==> config.mk <==
export PLATFORM = sky130hd
export DESIGN_NAME = ms_interval_timer
export DESIGN_NICKNAME = d
export VERILOG_FILES = /design/src/rtl/itmr_pkg.sv /design/src/rtl/itmr_decode.sv /design/src/rtl/itmr_prescale.sv /design/src/rtl/itmr_period.sv /design/src/rtl/itmr_flag.sv /design/src/rtl/ms_interval_timer.sv
export SDC_FILE = /design/constraint.sdc
export NUM_CORES = 1
export LEC_CHECK = 0
export BUFFER_PORTS_ARGS = -buffer_cell sky130_fd_sc_hd__buf_4
export CAP_MARGIN = 25
export CORE_UTILIZATION = 43
export CTS_CLUSTER_DIAMETER = 80
export DETAILED_ROUTE_END_ITERATION = 10
export HOLD_SLACK_MARGIN = 0.15
export PLACE_DENSITY = 0.75
export SYNTH_ARGS = -nofsm -noshare
export SYNTH_HDL_FRONTEND = slang
export SYNTH_SLANG_ARGS = --single-unit
export TNS_END_PERCENT = 10
==> constraint.sdc <==
create_clock -name clk -period 3.4 [get_ports clk]
set_input_delay 0.34 -clock clk [delete_from_list [all_inputs] [get_ports clk]]
set_output_delay 0.34 -clock clk [all_outputs]
set_load 0.005 [all_outputs]
==> src/rtl/itmr_pkg.sv <==
package itmr_pkg;
   localparam int unsigned REG_AW = 14;
   localparam int unsigned REG_DW = 32;
   localparam logic [REG_AW-1:0] OFS_RELOAD = 14'h0228;
   localparam logic [REG_AW-1:0] OFS_COUNT  = 14'h0230;

   typedef struct packed {
      logic restart;    // reload write: clear and restart
      logic ack;        // count read: clear pending interrupt
      logic rd_reload;  // reload read: return stored value
      logic rd_any;     // any read updates reg_rdata
   } itmr_ctl_t;
endpackage

==> src/rtl/itmr_decode.sv <==
module itmr_decode
   import itmr_pkg::*;
(
   input  logic              wr,
   input  logic              rd,
   input  logic [REG_AW-1:0] addr,
   output itmr_ctl_t         ctl
);
   localparam int unsigned WORD_LSB = 2;

   logic hit_reload;
   logic hit_count;

   assign hit_reload = (addr[REG_AW-1:WORD_LSB] == OFS_RELOAD[REG_AW-1:WORD_LSB]);
   assign hit_count  = (addr[REG_AW-1:WORD_LSB] == OFS_COUNT[REG_AW-1:WORD_LSB]);

   always_comb begin
      ctl           = '0;
      ctl.restart   = wr & hit_reload;
      ctl.ack       = rd & hit_count;
      ctl.rd_reload = rd & hit_reload;
      ctl.rd_any    = rd;
   end
endmodule

==> src/rtl/itmr_prescale.sv <==
module itmr_prescale #(
   parameter int unsigned CYC_PER_MS = 125000
) (
   input  logic clk,
   input  logic rst_n,
   input  logic restart,
   output logic ms_tick
);
   localparam int unsigned PW = (CYC_PER_MS > 1) ? $clog2(CYC_PER_MS) : 1;
   localparam logic [PW-1:0] LAST = PW'(CYC_PER_MS - 1);

   generate
      if (CYC_PER_MS < 1) begin : g_bad
         $error("itmr_prescale: CYC_PER_MS must be at least 1");
      end else if (CYC_PER_MS == 1) begin : g_direct
         assign ms_tick = ~restart;
      end else begin : g_count
         logic [PW-1:0] pcnt;
         always_ff @(posedge clk or negedge rst_n) begin
            if (!rst_n)             pcnt <= '0;
            else if (restart)       pcnt <= '0;
            else if (pcnt == LAST)  pcnt <= '0;
            else                    pcnt <= pcnt + 1'b1;
         end
         assign ms_tick = (pcnt == LAST) & ~restart;
      end
   endgenerate
endmodule

==> src/rtl/itmr_period.sv <==
module itmr_period
   import itmr_pkg::*;
(
   input  logic              clk,
   input  logic              rst_n,
   input  logic              restart,
   input  logic              ms_tick,
   input  logic [REG_DW-1:0] reload,
   output logic              expire
);
   logic [REG_DW-1:0] ms_cnt;
   logic              at_end;

   assign at_end = (ms_cnt == reload);
   assign expire = ms_tick & at_end & ~restart;

   always_ff @(posedge clk or negedge rst_n) begin
      if (!rst_n)        ms_cnt <= '0;
      else if (restart)  ms_cnt <= '0;
      else if (ms_tick)  ms_cnt <= at_end ? '0 : ms_cnt + 1'b1;
   end
endmodule

==> src/rtl/itmr_flag.sv <==
module itmr_flag (
   input  logic clk,
   input  logic rst_n,
   input  logic expire,
   input  logic clear,
   output logic irq
);
   always_ff @(posedge clk or negedge rst_n) begin
      if (!rst_n)       irq <= 1'b0;
      else if (expire)  irq <= 1'b1;
      else if (clear)   irq <= 1'b0;
   end
endmodule

==> src/rtl/ms_interval_timer.sv <==
module ms_interval_timer #(
   parameter int unsigned CYC_PER_MS = 125000
) (
   input  logic        clk,
   input  logic        rst_n,
   input  logic        reg_wr,
   input  logic        reg_rd,
   input  logic [13:0] reg_addr,
   input  logic [31:0] reg_wdata,
   output logic [31:0] reg_rdata,
   output logic        irq
);
   import itmr_pkg::*;

   itmr_ctl_t         ctl;
   logic [REG_DW-1:0] reload_q;
   logic              ms_tick;
   logic              expire;

   itmr_decode i_decode (
      .wr   (reg_wr),
      .rd   (reg_rd),
      .addr (reg_addr),
      .ctl  (ctl)
   );

   always_ff @(posedge clk or negedge rst_n) begin
      if (!rst_n)           reload_q <= '0;
      else if (ctl.restart) reload_q <= reg_wdata;
   end

   always_ff @(posedge clk or negedge rst_n) begin
      if (!rst_n)          reg_rdata <= '0;
      else if (ctl.rd_any) reg_rdata <= ctl.rd_reload ? reload_q : '0;
   end

   itmr_prescale #(.CYC_PER_MS(CYC_PER_MS)) i_prescale (
      .clk     (clk),
      .rst_n   (rst_n),
      .restart (ctl.restart),
      .ms_tick (ms_tick)
   );

   itmr_period i_period (
      .clk     (clk),
      .rst_n   (rst_n),
      .restart (ctl.restart),
      .ms_tick (ms_tick),
      .reload  (reload_q),
      .expire  (expire)
   );

   itmr_flag i_flag (
      .clk    (clk),
      .rst_n  (rst_n),
      .expire (expire),
      .clear  (ctl.restart | ctl.ack),
      .irq    (irq)
   );
endmodule

==> impl_metrics.json, run 1 <==
{
  "holdCritPathClass": "in -> reg",
  "core_area_um2": 12700,
  "period_share": 0.720,
  "tns_ns": 0,
  "crit_required_ns": 3.75,
  "worst_pin_slew_ns": 0.818,
  "die_w_um": 116,
  "nNetsFinal": 787,
  "p_per_area_nw_per_um2": 454,
  "cts.repair.resized": 0,
  "gp_routability_congestion": 0.858,
  "max_freq_mhz": 409,
  "synth-edff-count": 0,
  "drc": 0,
  "yosysSeqAreaShare": 0.508,
  "critPathKind": "reg -> reg",
  "finalSetupViolCount": 0,
  "grt-ovfl-total": 0,
  "viasPerCell": 5.19,
  "drt_iter0_drc": 324,
  "cts_root_buf": "clkbuf_16",
  "max-vdd-ir-drop_uv": 319,
  "via_count": 4777,
  "die_area_um2": 13500,
  "area_delta_synth_final_pct": 28.6,
  "fillers": 1088,
  "ios": 83,
  "ys.flop_type": "dfrtp_1",
  "rsz0062_at_grt": "no",
  "cts.clk_slew.worst_paths_ns": 0.06,
  "grt_max_degree": 65,
  "numPortBuffers": 80,
  "hold_viol_final": 0,
  "dp_slack_ns": 0.987,
  "worstPathMaxFanout": 25,
  "antenna_found_initial": 0,
  "outcome": "finished clean",
  "synth_fp_nets": 681,
  "clock_latency_ns": 0.41,
  "grt_pass1_wl_mm": 22.6,
  "cts.path.max_buffers": 2,
  "slew_violations": 0,
  "drt-wirelength-per-cell_um": 14.9,
  "grt_use_total": 0.218,
  "dpl.hpwl_mm": 8.98,
  "end_kind": "register",
  "dr.pass1.iters": 7,
  "maxCapViolCount": 0,
  "finalWorstSetupSlack_ns": 0.952,
  "final.min_clock_period_ns": 2.45,
  "syn_area_per_cell_um2": 8.92,
  "cts.sinks": 114,
  "grt_pass1_vias": 4751,
  "cts_tree": "done",
  "ant_nets": 0,
  "synth.distinct_cells": 56,
  "cp-start-kind": "register",
  "chipHeight_um": 116,
  "relSlewSlack": 0.449,
  "cts_made_buffers": 17,
  "routed_wl_mm": 13.8,
  "syn_area_um2": 5610,
  "syn_inst": 629,
  "cts_max_level": 4,
  "clock-skew-final_ns": 0.00555,
  "cp.arrival_ns": 2.79,
  "async_flop_share": 1.00,
  "start_util": 0.443,
  "leakage_nw": 3.28,
  "synth_seq_cells": 114,
  "num_rows": 41,
  "layout_common_cells": "175 x nand2_1, 114 x dfrtp_1, 87 x buf_4",
  "diodes": 0,
  "drive_gt1_frac": 0.184,
  "layout_commonest_cell": "nand2_1",
  "yosysWarnings": 0
}
stage by stage:
stage | power, W | instance area [µm²] | instances | utilization | hold slack (ns)
6_report | 0.00327 | 7220 | 920 | 0.569 | 0.151
5_1_grt | 0.00337 | 7220 | 920 | 0.569 | 0.151
4_1_cts | 0.00329 | 7200 | 919 | 0.568 | 0.150
3_5_place_dp | 0.00161 | 6330 | 856 | 0.500 | 0.471
3_3_place_gp | 0.00160 | 6330 | 856 | 0.500 | 0.454
2_1_floorplan | 0.00151 | 5610 | 629 | - | 0.0444
final cells by class:
| type | instances | area [µm²] | share of cell area |
|---|---|---|---|
| inverters | 36 | 135 | 0.0187 |
| repair buffers | 119 | 978 | 0.136 |
| clock buffers | 19 | 443 | 0.0614 |
| flip-flops and latches | 114 | 2850 | 0.395 |
| well taps | 172 | 215 | 0.0298 |
| multi-input cells | 447 | 2480 | 0.343 |
| clock inverters | 13 | 114 | 0.0158 |
final timing paths:
kind,from,endpoint,slack [ns],cells past startpoint
max in group asynchronous,rst_n,i_prescale.g_count.pcnt[9],1.98,3
min in group asynchronous,rst_n,reload_q[25],0.56,2
setup reg to reg,i_prescale.g_count.pcnt[0],i_period.ms_cnt[20],0.95,8
setup / recovery,i_prescale.g_count.pcnt[0],i_period.ms_cnt[20],0.95,8
hold / removal,reg_wdata[1],reload_q[1],0.15,3
hold reg to reg,i_prescale.g_count.pcnt[0],i_prescale.g_count.pcnt[0],0.48,1
registers in the layout, indices dropped and copies added, names as in the netlist:
name	cells
i_period.ms_cnt	32
reg_rdata	32
reload_q	32
i_prescale.g_count.pcnt	17
i_flag.irq	1
critical path, cell delays in order (launching register included):
cell,delay (ns)
dfrtp_1,0.37
ha_1,0.26
and4_1,0.21
nand4_1,0.18
nor2_1,0.22
a21boi_4,0.56
buf_4,0.30
and3_1,0.18
a221o_1,0.11
kinds of logic after synthesis:
logic type	share of synthesized area
xor+xnor	0.0734
flops	0.508
fa+ha+maj	0.00446
simple gates	0.287
buf+inv	0.0513
compound gates	0.0760
synth_stat cells, types with 2 or more instances:
library cell	n	area [µm²]
a21oi_1	4	20.0
a221o_1	6	60.1
a22o_1	2	17.5
a31oi_1	2	12.5
and2_1	2	12.5
and3_1	11	68.8
and3_2	3	22.5
and4_1	2	17.5
buf_2	14	70.1
buf_4	2	15.0
clkbuf_1	15	56.3
dfrtp_1	114	2850
ha_1	2	25.0
inv_1	36	135
nand2_1	175	657
nand3_1	43	215
nand3_2	2	20.0
nand3b_1	2	15.0
nand4_1	19	119
nor2_1	33	124
nor2b_1	3	18.8
nor3_1	7	35.0
nor4_1	2	12.5
nor4_4	2	42.5
o211ai_1	4	30.0
o21a_1	2	15.0
o21ai_0	33	165
o21ai_1	7	35.0
o311ai_0	3	26.3
or2_1	2	12.5
or3_1	4	25.0
or3b_1	2	17.5
xnor2_1	37	324
xor2_1	10	87.6
routing by layer:
metal / GRT usage / share of wire
met1: 0.275 / 0.43
met2: 0.362 / 0.51
met3: 0.0446 / 0.036
met4: 0.0932 / 0.025
met5: 0 / 0
report_power, final:
| part | internal (W) | total (W) | switching, W |
|---|---|---|---|
| Combinational | 0.0000966 | 0.000179 | 0.0000824 |
| Clock | 0.00102 | 0.00166 | 0.000639 |
| Sequential | 0.00139 | 0.00144 | 0.0000458 |
| Total | 0.00251 | 0.00327 | 0.000767 |
timing repair:
item                                   in CTS  in global routing
setup buffers                               0                  0
endpoints found under the hold margin      92                  0
hold buffers                               31                  0
Power figures use the tool's default switching activity.
==> run 2: changes to the inputs <==
--- a/config.mk
+++ b/config.mk
@@ -5,13 +5,14 @@
 export SDC_FILE = /design/constraint.sdc
 export NUM_CORES = 1
 export LEC_CHECK = 0
+export ABC_AREA = 1
 export BUFFER_PORTS_ARGS = -buffer_cell sky130_fd_sc_hd__buf_4
 export CAP_MARGIN = 25
 export CORE_UTILIZATION = 43
 export CTS_CLUSTER_DIAMETER = 80
 export DETAILED_ROUTE_END_ITERATION = 10
 export HOLD_SLACK_MARGIN = 0.15
-export PLACE_DENSITY = 0.75
+export PLACE_DENSITY = 0.77
 export SYNTH_ARGS = -nofsm -noshare
 export SYNTH_HDL_FRONTEND = slang
 export SYNTH_SLANG_ARGS = --single-unit
==> constraint.sdc (replaced) <==
create_clock -name clk -period 2.16 [get_ports clk]
set_input_delay 0.216 -clock clk [delete_from_list [all_inputs] [get_ports clk]]
set_output_delay 0.216 -clock clk [all_outputs]
set_load 0.005 [all_outputs]
==> run 2 against run 1 <==
Net effect:
- first-iteration DRC count increased by 12%
- via count increased by 12%
- die area increased by 8.6%
- sequential cell count unchanged
- utilization decreased by 0.17 points
- sequential share of layout area decreased by 3.3 points
- highest routed layer unchanged
- combinational power increased by 82%
==> impl_metrics.json, run 2 <==
{
  "worst_r2r_path_depth": 8,
  "dpl.hpwl_mm": 9.66,
  "cts_root_buf": "clkbuf_16",
  "ys_top_cells_by_count": "261 x nand2_1, 114 x dfrtp_1, 81 x inv_1",
  "synth_fa_ha_area_frac": 0.00410,
  "crit_required_ns": 2.51,
  "relSlewSlack": 0.719,
  "outcome": "finished clean",
  "nNetsFinal": 951,
  "end_kind": "register",
  "synth-edff-count": 0,
  "drt_iter0_drc": 363,
  "synth_mux_area_frac": 0,
  "cp.arrival_ns": 2.18,
  "hold_viol_final": 0,
  "synth_compound_area_frac": 0.0617,
  "grt_max_degree": 54,
  "worstPathMaxFanout": 31,
  "clock_latency_ns": 0.41,
  "worst_pin_slew_ns": 0.422,
  "period_share": 0.849,
  "grt_pass1_wl_mm": 25.4,
  "die_area_um2": 14700,
  "drt-wirelength-per-cell_um": 13.3,
  "rsz0062_at_grt": "no",
  "p_per_area_nw_per_um2": 708,
  "ant_nets": 0,
  "post_cts_buffers": 0,
  "num_rows": 43,
  "max_freq_mhz": 545,
  "yosysWarnings": 0,
  "grt_use_total": 0.222,
  "syn_area_per_cell_um2": 7.86,
  "yosys.area.top_type": "dfrtp_1",
  "drive_gt1_frac": 0.177,
  "area_delta_synth_final_pct": 29.1,
  "cp-start-kind": "register",
  "cts_max_level": 4,
  "cts.repair.resized": 0,
  "cts.sinks": 114,
  "synth_area_leaders": "dfrtp_1 47%, nand2_1 16%, inv_1 5.0%, nand3_1 3.9%, nor2_1 3.8%",
  "tns_ns": 0,
  "finalSetupViolCount": 0,
  "start_util": 0.440,
  "gp_routability_congestion": 0.887,
  "synth.distinct_cells": 36,
  "grt_pass1_vias": 5466,
  "synth_top_family_by_area": "simple AND/OR/NAND/NOR gates",
  "cts_made_buffers": 17,
  "yosysSeqAreaShare": 0.467,
  "dr.pass1.iters": 4,
  "routed_wl_mm": 14.5,
  "grt-ovfl-total": 0,
  "p_total_w": 0.00558,
  "diodes": 0,
  "async_flop_share": 1.00,
  "layout_commonest_cell": "nand2_1",
  "hold-path-cell-count": 5,
  "antenna_found_initial": 0,
  "synth_xor_area_frac": 0.0703,
  "max-vdd-ir-drop_uv": 433,
  "cts_tree": "done",
  "via_count": 5361,
  "drc": 0,
  "viasPerCell": 4.91,
  "ys.flop_type": "dfrtp_1",
  "reg_top3": "i_period.ms_cnt x32, reg_rdata x32, reload_q x32",
  "cts.path.max_buffers": 2,
  "core_area_um2": 13900,
  "die_w_um": 121,
  "ios": 83,
  "clock-skew-final_ns": 0.00654,
  "synth_fp_nets": 829,
  "cts.clk_slew.worst_paths_ns": 0.05,
  "numPortBuffers": 80,
  "synth_seq_cells": 114,
  "final.min_clock_period_ns": 1.83,
  "syn_area_um2": 6100,
  "maxCapViolCount": 0,
  "leakage_nw": 3.87,
  "worst-r2r-setup-slack_ns": 0.33,
  "synth_simple_gate_area_frac": 0.317,
  "holdCritPathClass": "in -> reg",
  "layout_common_cells": "261 x nand2_1, 114 x dfrtp_1, 89 x buf_4",
  "synth.most_common_cell": "nand2_1",
  "syn_inst": 777,
  "slew_violations": 0,
  "chipHeight_um": 121,
  "critPathKind": "reg -> reg",
  "synth_top_area_frac": 0.467
}
-- run 2: cell types whose count changed after synthesis, moves of 11 or more --
| cell | delta |
|---|---|
| inv_1 | +45 |
| xor2_1 | +13 |
| xnor2_1 | -11 |
| o21ai_1 | +24 |
| nand2_1 | +86 |
| nor2_1 | +28 |
-- run 2: cell type report --
cell class                      instances  area, µm²
Inverter                               84        315
Sequential cell                       114       2850
Clock inverter                         13        184
Timing Repair Buffer                  127       1090
Multi-Input combinational cell        555       2760
Tap cell                              180        225
Fill cell                            1205       6000
Clock buffer                           19        453
-- run 2: power by group --
part           leakage [nW]  internal (W)  switching, W
Clock                 0.305       0.00199       0.00100
Sequential             1.41       0.00219     0.0000659
Combinational          2.15      0.000163      0.000163
Total                  3.87       0.00434       0.00123
-- run 2: cell families after synthesis --
family	after synthesis
and+or+nand+nor	430
DFF	114
buffers and inverters	108
AOI/OAI and AO/OA	74
xor gates and xnor gates	49
adders and majority gates	2
-- run 2: path summary, 6_finish.rpt --
check	startpoint	endpoint
max	i_prescale.g_count.pcnt[0]	i_period.ms_cnt[5]
min	reg_addr[3]	i_flag.irq
max reg2reg	i_prescale.g_count.pcnt[0]	i_period.ms_cnt[5]
min reg2reg	i_prescale.g_count.pcnt[0]	i_prescale.g_count.pcnt[0]
max in group asynchronous	rst_n	reload_q[13]
min in group asynchronous	rst_n	i_period.ms_cnt[21]
-- run 2: critical path, cell delays in order, from the launching register on --
cell and delay [ns]:
dfrtp_1 0.37, ha_1 0.17, nand2_1 0.16, nor3_2 0.17, nand4_2 0.18, nor2_4 0.13, buf_4 0.34, nand3_1 0.16
nand2_1 0.09
-- run 2: through the flow --
| stage | util | area (µm²) | hold WS [ns] | instances | worst slack [ns] |
|---|---|---|---|---|---|
| CTS | 0.568 | 7880 | 0.207 | 1092 | 0.316 |
| global route | 0.568 | 7880 | 0.282 | 1092 | 0.191 |
| detailed placement | 0.497 | 6900 | 0.183 | 1026 | 0.357 |
| finish | 0.568 | 7880 | 0.207 | 1092 | 0.325 |
| global placement | 0.497 | 6900 | 0.186 | 1026 | 0.394 |
| floorplan | - | 6100 | -0.0796 | 777 | 0.661 |
-- run 2: what timing repair did --
item | in CTS | in global routing
hold endpoints to repair | 94 | 0
endpoints found under the setup margin | 0 | 0
hold buffers | 34 | 0
-- run 2: metal layers --
layer  GRT usage  up-vias  wire, µm
li1            -     2680         -
met1       0.290     2529      6520
met2       0.358      130      7000
met3      0.0517       22       765
met4      0.0826        0       258
met5           0        -         0
==> run 3: changes to the inputs <==
--- a/config.mk
+++ b/config.mk
@@ -5,14 +5,14 @@
 export SDC_FILE = /design/constraint.sdc
 export NUM_CORES = 1
 export LEC_CHECK = 0
-export ABC_AREA = 1
+export ABC_AREA = 0
 export BUFFER_PORTS_ARGS = -buffer_cell sky130_fd_sc_hd__buf_4
 export CAP_MARGIN = 25
 export CORE_UTILIZATION = 43
 export CTS_CLUSTER_DIAMETER = 80
 export DETAILED_ROUTE_END_ITERATION = 10
 export HOLD_SLACK_MARGIN = 0.15
-export PLACE_DENSITY = 0.77
+export PLACE_DENSITY = 0.75
 export SYNTH_ARGS = -nofsm -noshare
 export SYNTH_HDL_FRONTEND = slang
 export SYNTH_SLANG_ARGS = --single-unit
==> constraint.sdc (replaced) <==
create_clock -name clk -period 1.7 [get_ports clk]
set_input_delay 0.17 -clock clk [delete_from_list [all_inputs] [get_ports clk]]
set_output_delay 0.17 -clock clk [all_outputs]
set_load 0.005 [all_outputs]
==> run 3 against run 2 <==
Net effect:
- the run now ends with negative setup slack left
- combinational power is 70% higher
- global-route usage grew 6.0 points
- non-clock buffer count increased by 130
- critical path depth is 1 lower
- maximum frequency is 19% lower
- count of clock-buffer cells in the layout up 3
- cell count is 3.0% lower
- clock power grew 30%
- utilization increased by 12 points
- worst setup slack got worse by 0.88 ns
- die area down 7.9%
- design area grew 11%
- critical endpoint is now i_period.ms_cnt[7]
- highest routed layer unchanged
==> impl_metrics.json, run 3 (synthesized netlist as in run 1, its figures left out) <==
{
  "outcome": "finished, violations left",
  "violations": "negative setup slack",
  "die_w_um": 116,
  "worst-r2r-setup-slack_ns": -0.56,
  "grt_use_total": 0.281,
  "critPathKind": "reg -> reg",
  "layout_common_cells": "206 x buf_4, 170 x nand2_1, 114 x dfrtp_1",
  "period_share": 1.33,
  "cp-start-kind": "register",
  "max-vdd-ir-drop_uv": 690,
  "num_rows": 41,
  "dp.cells": 973,
  "relSlewSlack": 0.651,
  "maxCapViolCount": 0,
  "startpoint": "reload_q[16]",
  "crit_required_ns": 2.00,
  "grt_max_degree": 53,
  "placed_cell_area_um2": 7300,
  "grt_pass1_wl_mm": 28.8,
  "reg_top3": "i_period.ms_cnt x32, reg_rdata x32, reload_q x32",
  "cts_max_level": 4,
  "max_freq_mhz": 443,
  "reg2reg_from": "reload_q[16]",
  "cts_tree": "done",
  "leakage_nw": 4.17,
  "holdCritPathClass": "in -> async",
  "cts.path.max_buffers": 2,
  "grt-ovfl-total": 0,
  "fin_area_um2": 8730,
  "slew_violations": 0,
  "cts_root_buf": "clkbuf_16",
  "dp_slack_ns": -0.500,
  "ant_nets": 0,
  "layout_commonest_cell": "buf_4",
  "area_delta_synth_final_pct": 55.7,
  "gp_routability_congestion": 0.899,
  "routed_wl_mm": 20.7,
  "drt_iter0_drc": 746,
  "via_count": 6062,
  "start_util": 0.443,
  "worst_pin_slew_ns": 0.520,
  "worstPathMaxFanout": 11,
  "finalSetupViolCount": 49,
  "p_per_area_nw_per_um2": 833,
  "grt_pass1_vias": 5713,
  "tns_ns": -15.47,
  "dr.pass1.iters": 6,
  "cts_made_buffers": 17,
  "drive_gt1_frac": 0.355,
  "viasPerCell": 5.72,
  "fillers": 832,
  "ios": 83,
  "cts.clk_slew.worst_paths_ns": 0.05,
  "p_total_w": 0.00727,
  "final.min_clock_period_ns": 2.26,
  "antenna_found_initial": 0,
  "rsz0062_at_grt": "yes",
  "diodes": 0,
  "clock-skew-final_ns": 0.00760,
  "drt-wirelength-per-cell_um": 19.6,
  "hold_viol_final": 0,
  "core_area_um2": 12700,
  "finalNonFillerCells": 1059,
  "die_area_um2": 13500,
  "chipHeight_um": 116,
  "cp.arrival_ns": 2.56,
  "drc": 0,
  "finalWorstSetupSlack_ns": -0.558,
  "cts.sinks": 114,
  "end_kind": "register",
  "nNetsFinal": 927,
  "dpl.hpwl_mm": 10.7,
  "clock_latency_ns": 0.42,
  "numPortBuffers": 80
}
## run 3: changes by cell type in the layout (fill, tap and decap cells not counted), sizes merged, moves of 11 or more
cell | previous run | this run
inv | 84 | 36
xor2 | 23 | 10
and3 | 1 | 14
o21ai | 68 | 40
xnor2 | 26 | 37
nand2 | 268 | 175
nor2 | 77 | 34
buf | 93 | 224
## run 3: worst paths after layout
path,to,depth (start not counted)
min reg2reg,reg_rdata[21],2
max reg2reg,i_period.ms_cnt[7],7
min,reg_rdata[21],2
max,i_period.ms_cnt[7],7
min in group clk,i_flag.irq,5
max in group asynchronous,reg_rdata[17],3
## run 3: final cells by class
cell class,count,area (µm²),area share
Timing Repair Buffer,257,2120,0.242
Sequential cell,114,2850,0.327
Tap cell,172,215,0.0246
Multi-Input combinational cell,449,2780,0.318
Clock buffer,22,484,0.0554
Inverter,36,135,0.0155
Clock inverter,9,153,0.0175
## run 3: critical path, stage by stage (launching register included)
cell,delay [ns]
dfrtp_1,0.43
xnor2_1,0.44
nand4_1,0.26
nor4_4,0.23
buf_6,0.19
a21boi_4,0.15
and3_4,0.19
a221o_1,0.25
## run 3: power by group
part	internal, W	leakage [nW]	switching [W]
clock	0.00260	0.316	0.00129
sequential	0.00278	1.56	0.0000544
combinational	0.000298	2.29	0.000255
total	0.00568	4.17	0.00160
## run 3: metal layers
layer  up-vias  share of wire  routed length (µm)  track usage
li1       2587              -                   -            -
met1      2957           0.37                7740        0.342
met2       408           0.49               10200        0.480
met3       110          0.086                1780       0.0633
met4         0          0.046                 955        0.123
met5         -              0                   0            0
## run 3: what timing repair did
item | CTS | global route
setup buffers | 11 | 8
gates cloned | 2 | 1
endpoints found under the hold margin | 146 | 0
endpoints found under the setup margin | 35 | 49
pin swaps | 28 | 14
resized for setup | 29 | 38
hold buffers | 33 | 0
## run 3: through the flow
stage | utilization | hold WS (ns)
after floorplan | - | -0.126
after global placement | 0.576 | 0.0755
after detailed placement | 0.576 | 0.0881
after CTS | 0.670 | 0.207
after global routing | 0.689 | 0.224
final | 0.689 | 0.195
